===== config.mk =====
export PLATFORM = sky130hd
export DESIGN_NAME = fan_pwm_ctrl
export DESIGN_NICKNAME = d
export VERILOG_FILES = /design/src/rtl/fanpwm_pkg.sv /design/src/rtl/fan_regfile.sv /design/src/rtl/fan_period_ctr.sv /design/src/rtl/fan_duty_cmp.sv /design/src/rtl/fan_pwm_ctrl.sv
export SDC_FILE = /design/constraint.sdc
export NUM_CORES = 1
export LEC_CHECK = 0
export ABC_AREA = 1
export BUFFER_PORTS_ARGS = -buffer_cell sky130_fd_sc_hd__buf_2
export CAP_MARGIN = 25
export CORE_MARGIN = 2
export CORE_UTILIZATION = 65
export CTS_CLUSTER_DIAMETER = 150
export DETAILED_ROUTE_END_ITERATION = 10
export HOLD_SLACK_MARGIN = 0.06
export PLACE_DENSITY = 0.86
export SYNTH_ARGS = -nofsm -noshare
export SYNTH_HDL_FRONTEND = slang
export SYNTH_SLANG_ARGS = --single-unit

===== constraint.sdc =====
create_clock -name clk -period 12.1 [get_ports clk]
set_clock_uncertainty 0.05 [all_clocks]
set_input_delay 2.42 -clock clk [delete_from_list [all_inputs] [get_ports clk]]
set_output_delay 2.42 -clock clk [all_outputs]
set_load 0.02 [all_outputs]

===== src/rtl/fanpwm_pkg.sv =====
package fanpwm_pkg;

    localparam int WORD_W    = 32;
    localparam int DUTY_W    = 8;
    localparam int SPEED_W   = 16;
    localparam int DUTY_FULL = 255;

    // register byte offsets and field positions decoded by software
    localparam logic [31:0] OFS_CTRL  = 32'h0;
    localparam logic [31:0] OFS_SPEED = 32'h4;
    localparam int BIT_EN    = 0;
    localparam int BIT_MODE  = 1;
    localparam int DUTY_LSB  = 16;

    // 40 ms equals one 25th of a second
    localparam int PERIODS_PER_SEC = 25;

    typedef logic [WORD_W-1:0]  word_t;
    typedef logic [DUTY_W-1:0]  duty_t;
    typedef logic [SPEED_W-1:0] speed_t;

    typedef enum logic {
        MODE_TWO_WIRE = 1'b0
    } fan_mode_e;

    typedef enum logic [1:0] {
        REG_NONE,
        REG_CTRL,
        REG_SPEED
    } reg_sel_e;

    typedef struct packed {
        logic  en;
        duty_t duty;
    } ctrl_t;

    function automatic int period_cycles(input longint clk_hz);
        return int'(clk_hz / PERIODS_PER_SEC);
    endfunction

    function automatic word_t ctrl_to_word(input ctrl_t c);
        word_t w;
        w = '0;
        w[BIT_EN]               = c.en;
        w[BIT_MODE]             = MODE_TWO_WIRE;
        w[DUTY_LSB +: DUTY_W]   = c.duty;
        return w;
    endfunction

    function automatic ctrl_t word_to_ctrl(input word_t w);
        ctrl_t c;
        c.en   = w[BIT_EN];
        c.duty = w[DUTY_LSB +: DUTY_W];
        return c;
    endfunction

    function automatic speed_t word_to_speed(input word_t w);
        return w[SPEED_W-1:0];
    endfunction

    function automatic word_t speed_to_word(input speed_t s);
        return {{(WORD_W-SPEED_W){1'b0}}, s};
    endfunction

endpackage


===== src/rtl/fan_regfile.sv =====
module fan_regfile
    import fanpwm_pkg::*;
#(
    parameter int ADDR_W = 8
) (
    input  logic              clk,
    input  logic              rst,
    input  logic              sel,
    input  logic              we,
    input  logic [ADDR_W-1:0] addr,
    input  word_t             wdata,
    output word_t             rdata,
    output ctrl_t             ctrl_q,
    output speed_t            speed_q
);

    reg_sel_e target;
    logic     wr_fire;

    always_comb begin
        if (addr == ADDR_W'(OFS_CTRL))       target = REG_CTRL;
        else if (addr == ADDR_W'(OFS_SPEED)) target = REG_SPEED;
        else                                 target = REG_NONE;
    end

    assign wr_fire = sel && we;

    always_ff @(posedge clk) begin
        if (rst) begin
            ctrl_q  <= '0;
            speed_q <= '0;
        end else if (wr_fire) begin
            case (target)
                REG_CTRL:  ctrl_q  <= word_to_ctrl(wdata);
                REG_SPEED: speed_q <= word_to_speed(wdata);
                default: ;
            endcase
        end
    end

    always_comb begin
        case (target)
            REG_CTRL:  rdata = ctrl_to_word(ctrl_q);
            REG_SPEED: rdata = speed_to_word(speed_q);
            default:   rdata = '0;
        endcase
    end


    speed_store_chk: assert property (@(posedge clk) disable iff (rst)
        (wr_fire && target == REG_SPEED) |=> (speed_q == $past(wdata[SPEED_W-1:0])));


    bad_addr_chk: assert property (@(posedge clk) disable iff (rst)
        (wr_fire && target == REG_NONE) |=> ($stable(ctrl_q) && $stable(speed_q)));


    no_strobe_chk: assert property (@(posedge clk) disable iff (rst)
        !wr_fire |=> ($stable(ctrl_q) && $stable(speed_q)));

endmodule


===== src/rtl/fan_period_ctr.sv =====
module fan_period_ctr #(
    parameter int PERIOD = 510,
    parameter int CNT_W  = $clog2(PERIOD)
) (
    input  logic             clk,
    input  logic             rst,
    input  logic             run,
    output logic [CNT_W-1:0] cnt
);

    localparam logic [CNT_W-1:0] LAST = CNT_W'(PERIOD - 1);

    always_ff @(posedge clk) begin
        if (rst || !run)       cnt <= '0;
        else if (cnt == LAST)  cnt <= '0;
        else                   cnt <= cnt + CNT_W'(1);
    end


    wrap_chk: assert property (@(posedge clk) disable iff (rst)
        (run && cnt == LAST) |=> (cnt == '0));


    step_chk: assert property (@(posedge clk) disable iff (rst)
        (run && cnt != LAST) |=> (cnt == $past(cnt) + CNT_W'(1)));


    clear_chk: assert property (@(posedge clk) disable iff (rst)
        !run |=> (cnt == '0));

endmodule


===== src/rtl/fan_duty_cmp.sv =====
module fan_duty_cmp
    import fanpwm_pkg::*;
#(
    parameter int PERIOD = 510,
    parameter int CNT_W  = $clog2(PERIOD)
) (
    input  logic             run,
    input  logic [CNT_W-1:0] cnt,
    input  duty_t            duty,
    output logic             pwm
);

    // cnt < duty*PERIOD/255  rewritten as  cnt*255 < duty*PERIOD
    localparam int PROD_W = CNT_W + DUTY_W + 2;

    logic [PROD_W-1:0] pos_scaled;
    logic [PROD_W-1:0] thr_scaled;

    assign pos_scaled = PROD_W'(cnt)  * PROD_W'(DUTY_FULL);
    assign thr_scaled = PROD_W'(duty) * PROD_W'(PERIOD);
    assign pwm        = run && (pos_scaled < thr_scaled);

endmodule


===== src/rtl/fan_pwm_ctrl.sv =====
module fan_pwm_ctrl
    import fanpwm_pkg::*;
#(
    parameter longint CLK_HZ = 100_000_000,
    parameter int     ADDR_W = 8
) (
    input  logic              clk,
    input  logic              rst,
    input  logic              bus_sel,
    input  logic              bus_we,
    input  logic [ADDR_W-1:0] bus_addr,
    input  logic [31:0]       bus_wdata,
    output logic [31:0]       bus_rdata,
    output logic              fan_pwm
);

    localparam int PERIOD = period_cycles(CLK_HZ);
    localparam int CNT_W  = $clog2(PERIOD);

    ctrl_t            ctrl_q;
    speed_t           speed_q;
    logic [CNT_W-1:0] pos;

    fan_regfile #(.ADDR_W(ADDR_W)) u_regs (
        .clk     (clk),
        .rst     (rst),
        .sel     (bus_sel),
        .we      (bus_we),
        .addr    (bus_addr),
        .wdata   (bus_wdata),
        .rdata   (bus_rdata),
        .ctrl_q  (ctrl_q),
        .speed_q (speed_q)
    );

    fan_period_ctr #(.PERIOD(PERIOD), .CNT_W(CNT_W)) u_ctr (
        .clk (clk),
        .rst (rst),
        .run (ctrl_q.en),
        .cnt (pos)
    );

    fan_duty_cmp #(.PERIOD(PERIOD), .CNT_W(CNT_W)) u_cmp (
        .run  (ctrl_q.en),
        .cnt  (pos),
        .duty (ctrl_q.duty),
        .pwm  (fan_pwm)
    );


    gate_low_chk: assert property (@(posedge clk) disable iff (rst)
        !ctrl_q.en |-> !fan_pwm);


    full_on_chk: assert property (@(posedge clk) disable iff (rst)
        (ctrl_q.en && ctrl_q.duty == duty_t'(DUTY_FULL)) |-> fan_pwm);


    zero_off_chk: assert property (@(posedge clk) disable iff (rst)
        (ctrl_q.duty == '0) |-> !fan_pwm);


    start_high_chk: assert property (@(posedge clk) disable iff (rst)
        (ctrl_q.en && pos == '0 && ctrl_q.duty != '0) |-> fan_pwm);


    reset_low_chk: assert property (@(posedge clk)
        rst |=> (!fan_pwm && bus_rdata == '0 || bus_addr != '0));

endmodule


Yosys cells after proc, flatten, opt, wreduce, memory -nomap -nowiden:

Cells that the tools add are included.

* register bits: 47
* input bits: 44
* output and inout bits: 33
* logic and storage cells: 23

* add/subtract/negate cells: 1
* multiply operators: 2
* magnitude comparators: 1
* equal/unequal tests: 4
* multiplexer cells: 3
* reductions and logical operators: 8

Operators by type and width (number)
* one-hot mux 24 bit (2 select lines): 1
* < comparator 30 bit: 1
* multiplier 22 x 8 -> 30 bit, second input constant: 1
* adder 22 x 1 -> 22 bit, second input constant: 1
* == test 22 bit, second input constant: 1
* multiplier 8 x 14 -> 22 bit, second input constant: 1
* == test 8 x 3 -> 1 bit, second input constant: 1
* logical NOT 8 bit: 1
* two-way mux 2 bit: 2
* AND reduction 2 bit: 2
* == test 2 x 1 -> 1 bit, second input constant: 1
* == test 2 bit, second input constant: 1
* logical AND 1 bit: 2
* OR reduction 2 bit: 1
* logical NOT 1 bit: 1
* logical OR 1 bit: 1

Longest topological paths before layout:

* word-level depth: 5
* depth in mapped cells: 27
* mapped depth without buffers: 27

Cells and area by module:

From an unflattened synthesis, not the netlist that was laid out.

* cells, all modules: 1233
* area, all modules: 9166.3 um2

By module, submodules not included
* fan_duty_cmp: instances 1, cells an instance 836, area an instance 6558.8 um2, seq. area each 0.0 um2
* fan_regfile: instances 1, cells an instance 236, area an instance 1455.1 um2, seq. area each 500.5 um2
* fan_period_ctr: instances 1, cells an instance 161, area an instance 1152.4 um2, seq. area each 440.4 um2

Worst setup path before layout:

OpenSTA, ideal clock, no wires.

* kind: reg2out
* start point: register u_ctr.cnt[15]
* end point: output fan_pwm
* arrival: 5.190 ns
* required time: 9.630 ns
* path slack: 4.440 ns
* stages on the path, launching flop included: 26
* path through: dfxtp_1 > inv_1 > fa_1 > fa_1 > inv_1 > fa_1 > inv_1 > fa_1 > inv_1 > ha_1 > nand2_1 > nor2_2 > inv_2 > nor3_2 > nand3_1 > or2_1 > nand3_1 > xor2_1 > ha_1 > a21oi_1 > o21ai_0 > nand3_1 > nand2_1 > a21oi_1 > nand2_1 > a21oi_1

* word-level cells in the longest chain between the ends: 3

Ends and longest elaborated chain
* start: declaration: line fan_period_ctr.sv:8 `output logic [CNT_W-1:0] cnt`
* start signal: assignment: line fan_period_ctr.sv:16 `else cnt <= cnt + CNT_W'(1);`
* multiplier 22 x 8 -> 30 bit: line fan_duty_cmp.sv:19 `assign pos_scaled = PROD_W'(cnt) * PROD_W'(DUTY_FULL);`
* < comparator 30 bit: line fan_duty_cmp.sv:21 `assign pwm = run && (pos_scaled < thr_scaled);`
* logical AND 1 bit: line fan_duty_cmp.sv:21
* end: declaration: line fan_pwm_ctrl.sv:14 `output logic fan_pwm`

Every way passes these cells.

Worst setup path after layout:

* start point: register u_ctr.cnt[17]
* end point: output fan_pwm

The elaborated chain is that of the path after synthesis.

==> results.txt <==
----------------------------------------------------
[Yosys]
  Synthesized instance count ... about 1100
  EDFF count, synth ... 0
  Share of async-settable or async-resettable flops after synthesis ... 0%
  Avg Cell Area, Syn ... roughly 7.9 um^2
  Share of the synthesized area in the top cell type ... a little over a quarter
  Yosys top cell by area ... sky130_fd_sc_hd__fa_1
  Top cells by area, synth ... sky130_fd_sc_hd__fa_1 (26%), sky130_fd_sc_hd__ha_1 (20%), sky130_fd_sc_hd__inv_1 (12%)
  Post-synthesis sequential element count ... between 40 and 50
  Part of the Yosys area used for sequential elements ... approximately a tenth
  Top_reg_cell synth ... sky130_fd_sc_hd__dfxtp_1
  Yosys warns ... 0
  Post-synthesis cell area ... between 8000 and 9000 um^2
  Yosys cell types ... 43

[Power]
  Internal power ... roughly 240 uW
  Sequential fraction of design power ... 48.6%
  Switching power share of the total ... between 20 and 30%
  Clock group share of total power ... between 40% and 50%
  Leak pwr ... 0.00518 uW
  Gate power share ... 4.4%
  Largest vdd supply drop ... ~0.000063 V
  Psw ... 80.1 uW
  Power density of the placed cells ... between 30 and 40 nW/um^2

[Detailed routing]
  Iteration-0 DRC Markers ... 379
  Router iterations before antenna repair ... 6
  DR vias ... slightly above 7000
  Vias per cell ... between 5 and 6
  WL/cell ... between 10 and 15 um
  # DRC ... 0
  Detailed-route wire length ... around 18000 um
  Detail Route Antenna Nets ... 0

[Critical path]
  Crit path launch type ... flip-flop
  Biggest fanout along the worst timing path ... 8
  Sort of element at the end of the critical path ... output pin
  Worst reg2reg path startpoint ... u_ctr.cnt[0]
  Crit path launch ... u_ctr.cnt[17]
  Type of the worst setup path ... reg -> out
  Required @ worst endpoint ... just under 10 ns
  Critical path data arrival time ... roughly 6.2 ns

[Finish]
  Commonest non-fill, non-tap cells in the layout ... sky130_fd_sc_hd__inv_1 (293), sky130_fd_sc_hd__ha_1 (146), sky130_fd_sc_hd__nand2_1 (137), sky130_fd_sc_hd__fa_1 (116), sky130_fd_sc_hd__a21oi_1 (92)
  Area grow syn2layout ... 6.51%
  Non-filler cells, final ... 1365
  Layout fillers ... 1087
  Most common cell after layout, fill and taps aside ... sky130_fd_sc_hd__inv_1
  Number of inserted diodes ... 0
  Area of the multi-input gates ... between 6000 and 7000 um^2
  NumNets Final ... 1494
  Sequential cell area ... ~940 um^2
  Core Util, Final ... a little under three quarters
  Fraction of layout instances using a drive strength above 1 ... 9.00%

[CTS]
  Hold buffer count at cts ... 0
  Post_cts resized ... 0
  Number of buffers created by CTS ... 5
  Clk pin slew, worst setup/hold paths ... 0.07 ns
  CTS tree ... built
  Later-pin clock latency in the skew report ... 0.32 ns
  Clock sinks ... 47
  CTS Root Cell ... sky130_fd_sc_hd__clkbuf_16
  Max H-tree Level ... 2
  Postcts setup bufs ... 0
  Number of buffers on the longest clock path ... 2

[Floorplanning]
  Cell Rows ... between 40 and 50
  Number of placed I/O pins ... a little under 80
  Horizontal die dimension ... 121 um
  Initial Utilization ... ~67%
  Core region area ... approximately 13000 um^2
  Vertical extent of the die ... between 100 and 150 um
  Die Footprint ... about 15000 um^2

[STA]
  Post-route setup slack ... between 3 and 4 ns
  RSZ-0062 raised after global routing ... no
  Worst hold slack after final layout ... around 0.4 ns
  Number of hold-slack violations in the final timing report ... 0
  Worst relative slew slack ... between 40% and 50%
  Total count of max-transition violations in the final report ... 0
  Maximum achievable frequency ... 0.116 GHz
  Setup violations, final ... 0
  Minimum clock period after layout ... approximately 8.7 ns
  Slew at the pin closest to its max-slew limit ... 0.890 ns
  Share of the clock period used by the worst path after layout ... a little under three quarters
  Final-layout setup total negative slack ... 0 ns

[Placement]
  Last weighted congestion value of the routability-driven placer ... between 0.9 and 1
  Setup Slack @ Placement ... 3.78 ns
  Number of placed cells counting well taps ... between 1000 and 1500
  Port Buffers ... 60
  Placed wire-length estimate ... roughly 16000 um

[Global route]
  First-pass GRT wire length ... 32500 um
  Grt total ovfl ... 0
  Maximum number of pins on one net before global-route repair ... 33
  Number of global-route vias before repair ... roughly 7200
  Total GRT Usage ... between 20 and 30%
  Antenna violations before repair ... 0

[Run]
  Max-cap violations ... 0

[Hold path]
  Hold path startpoint ... u_regs.speed_q[5]
  Classification of the worst-slack hold path ... reg -> reg

[Status]
  Outcome ... finished, final reports clean

----------------------------------------------------
flip-flops by register name, summed over array words and instances, names as in the netlist:
signal and count:
u_regs.speed_q 16, u_regs.ctrl_q 9, u_ctr.cnt 22
worst paths after layout:
check	endpoint	depth (start not counted)	slack [ns]
setup / recovery	fan_pwm	26	3.44
hold / removal	u_regs.speed_q[5]	2	0.40
setup reg to reg	u_ctr.cnt[9]	10	9.47
hold reg to reg	u_regs.speed_q[5]	2	0.40
worst max-delay path, cell delays in order, from the launching register on:
cell	delay, ns
sky130_fd_sc_hd__dfxtp_1	0.59
sky130_fd_sc_hd__inv_1	0.19
sky130_fd_sc_hd__fa_1	0.58
sky130_fd_sc_hd__fa_1	0.57
sky130_fd_sc_hd__inv_1	0.06
sky130_fd_sc_hd__fa_1	0.53
sky130_fd_sc_hd__inv_1	0.06
sky130_fd_sc_hd__fa_1	0.53
sky130_fd_sc_hd__inv_1	0.04
sky130_fd_sc_hd__ha_1	0.37
sky130_fd_sc_hd__nand2_1	0.13
sky130_fd_sc_hd__nor2_2	0.15
sky130_fd_sc_hd__inv_2	0.07
sky130_fd_sc_hd__nor3_2	0.15
sky130_fd_sc_hd__nand3_1	0.08
sky130_fd_sc_hd__or2_1	0.23
sky130_fd_sc_hd__nand3_1	0.09
sky130_fd_sc_hd__xor2_1	0.17
sky130_fd_sc_hd__ha_1	0.26
sky130_fd_sc_hd__a21oi_1	0.14
sky130_fd_sc_hd__o21ai_0	0.11
sky130_fd_sc_hd__nand3_1	0.08
sky130_fd_sc_hd__nand2_1	0.05
sky130_fd_sc_hd__a21oi_1	0.18
sky130_fd_sc_hd__nand2_1	0.07
sky130_fd_sc_hd__a21oi_1	0.17
sky130_fd_sc_hd__buf_2	0.20
power by group through the flow:
stage                     clock [uW]  sequential, uW  combinational, uW
after global routing             156             155               15.8
final                            150             155               13.9
after global placement             0             158               13.4
after CTS                        152             155               13.8
after floorplan                    0             158               9.21
after detailed placement           0             158               13.7
cells by family after synthesis:
family	after synthesis	share of synthesized area [%]
compound gates	172	10.6
simple gates	295	14.7
fa+ha+maj	262	46.5
other cells	1	0.0420
flops	47	10.5
buf+inv	317	13.9
xor+xnor	38	3.73
metal layers:
layer	GRT usage, %	up-vias	routed length, um
li1	-	3584	-
met4	7.40	0	311
met2	48.0	207	8980
met3	3.90	30	1050
met1	36.0	3341	8020
met5	0	-	0
stage by stage:
stage | cell area [um^2] | power, uW
2_1_floorplan | 8950 | 168
3_3_place_gp | 9360 | 172
3_5_place_dp | 9360 | 172
4_1_cts | 9500 | 320
5_1_grt | 9500 | 326
6_report | 9500 | 319
final cells by class:
| type | instances | area share [%] |
|---|---|---|
| multi-input combinational | 775 | 71.3 |
| timing repair buffer | 60 | 3.16 |
| tap | 176 | 2.32 |
| sequential | 47 | 9.90 |
| clock buffer | 5 | 1.32 |
| clock inverter | 3 | 0.237 |
| inverter | 299 | 11.8 |
cells in the mapped netlist (2+ instances only):
cell	count
sky130_fd_sc_hd__a211oi_1	2
sky130_fd_sc_hd__a21o_1	4
sky130_fd_sc_hd__a21oi_1	92
sky130_fd_sc_hd__buf_2	3
sky130_fd_sc_hd__buf_4	9
sky130_fd_sc_hd__clkbuf_1	4
sky130_fd_sc_hd__dfxtp_1	47
sky130_fd_sc_hd__fa_1	116
sky130_fd_sc_hd__ha_1	146
sky130_fd_sc_hd__inv_1	293
sky130_fd_sc_hd__inv_2	6
sky130_fd_sc_hd__nand2_1	137
sky130_fd_sc_hd__nand2_2	5
sky130_fd_sc_hd__nand3_1	34
sky130_fd_sc_hd__nand3_2	3
sky130_fd_sc_hd__nand3b_1	2
sky130_fd_sc_hd__nand4_1	8
sky130_fd_sc_hd__nor2_1	80
sky130_fd_sc_hd__nor2_2	3
sky130_fd_sc_hd__nor2_4	3
sky130_fd_sc_hd__nor3_1	10
sky130_fd_sc_hd__nor3_2	3
sky130_fd_sc_hd__o211ai_1	2
sky130_fd_sc_hd__o21ai_0	50
sky130_fd_sc_hd__o21ai_1	2
sky130_fd_sc_hd__o21ai_2	11
sky130_fd_sc_hd__o21bai_1	5
sky130_fd_sc_hd__xnor2_1	13
sky130_fd_sc_hd__xor2_1	25
Note: power is estimated with default switching activity, not from simulation.
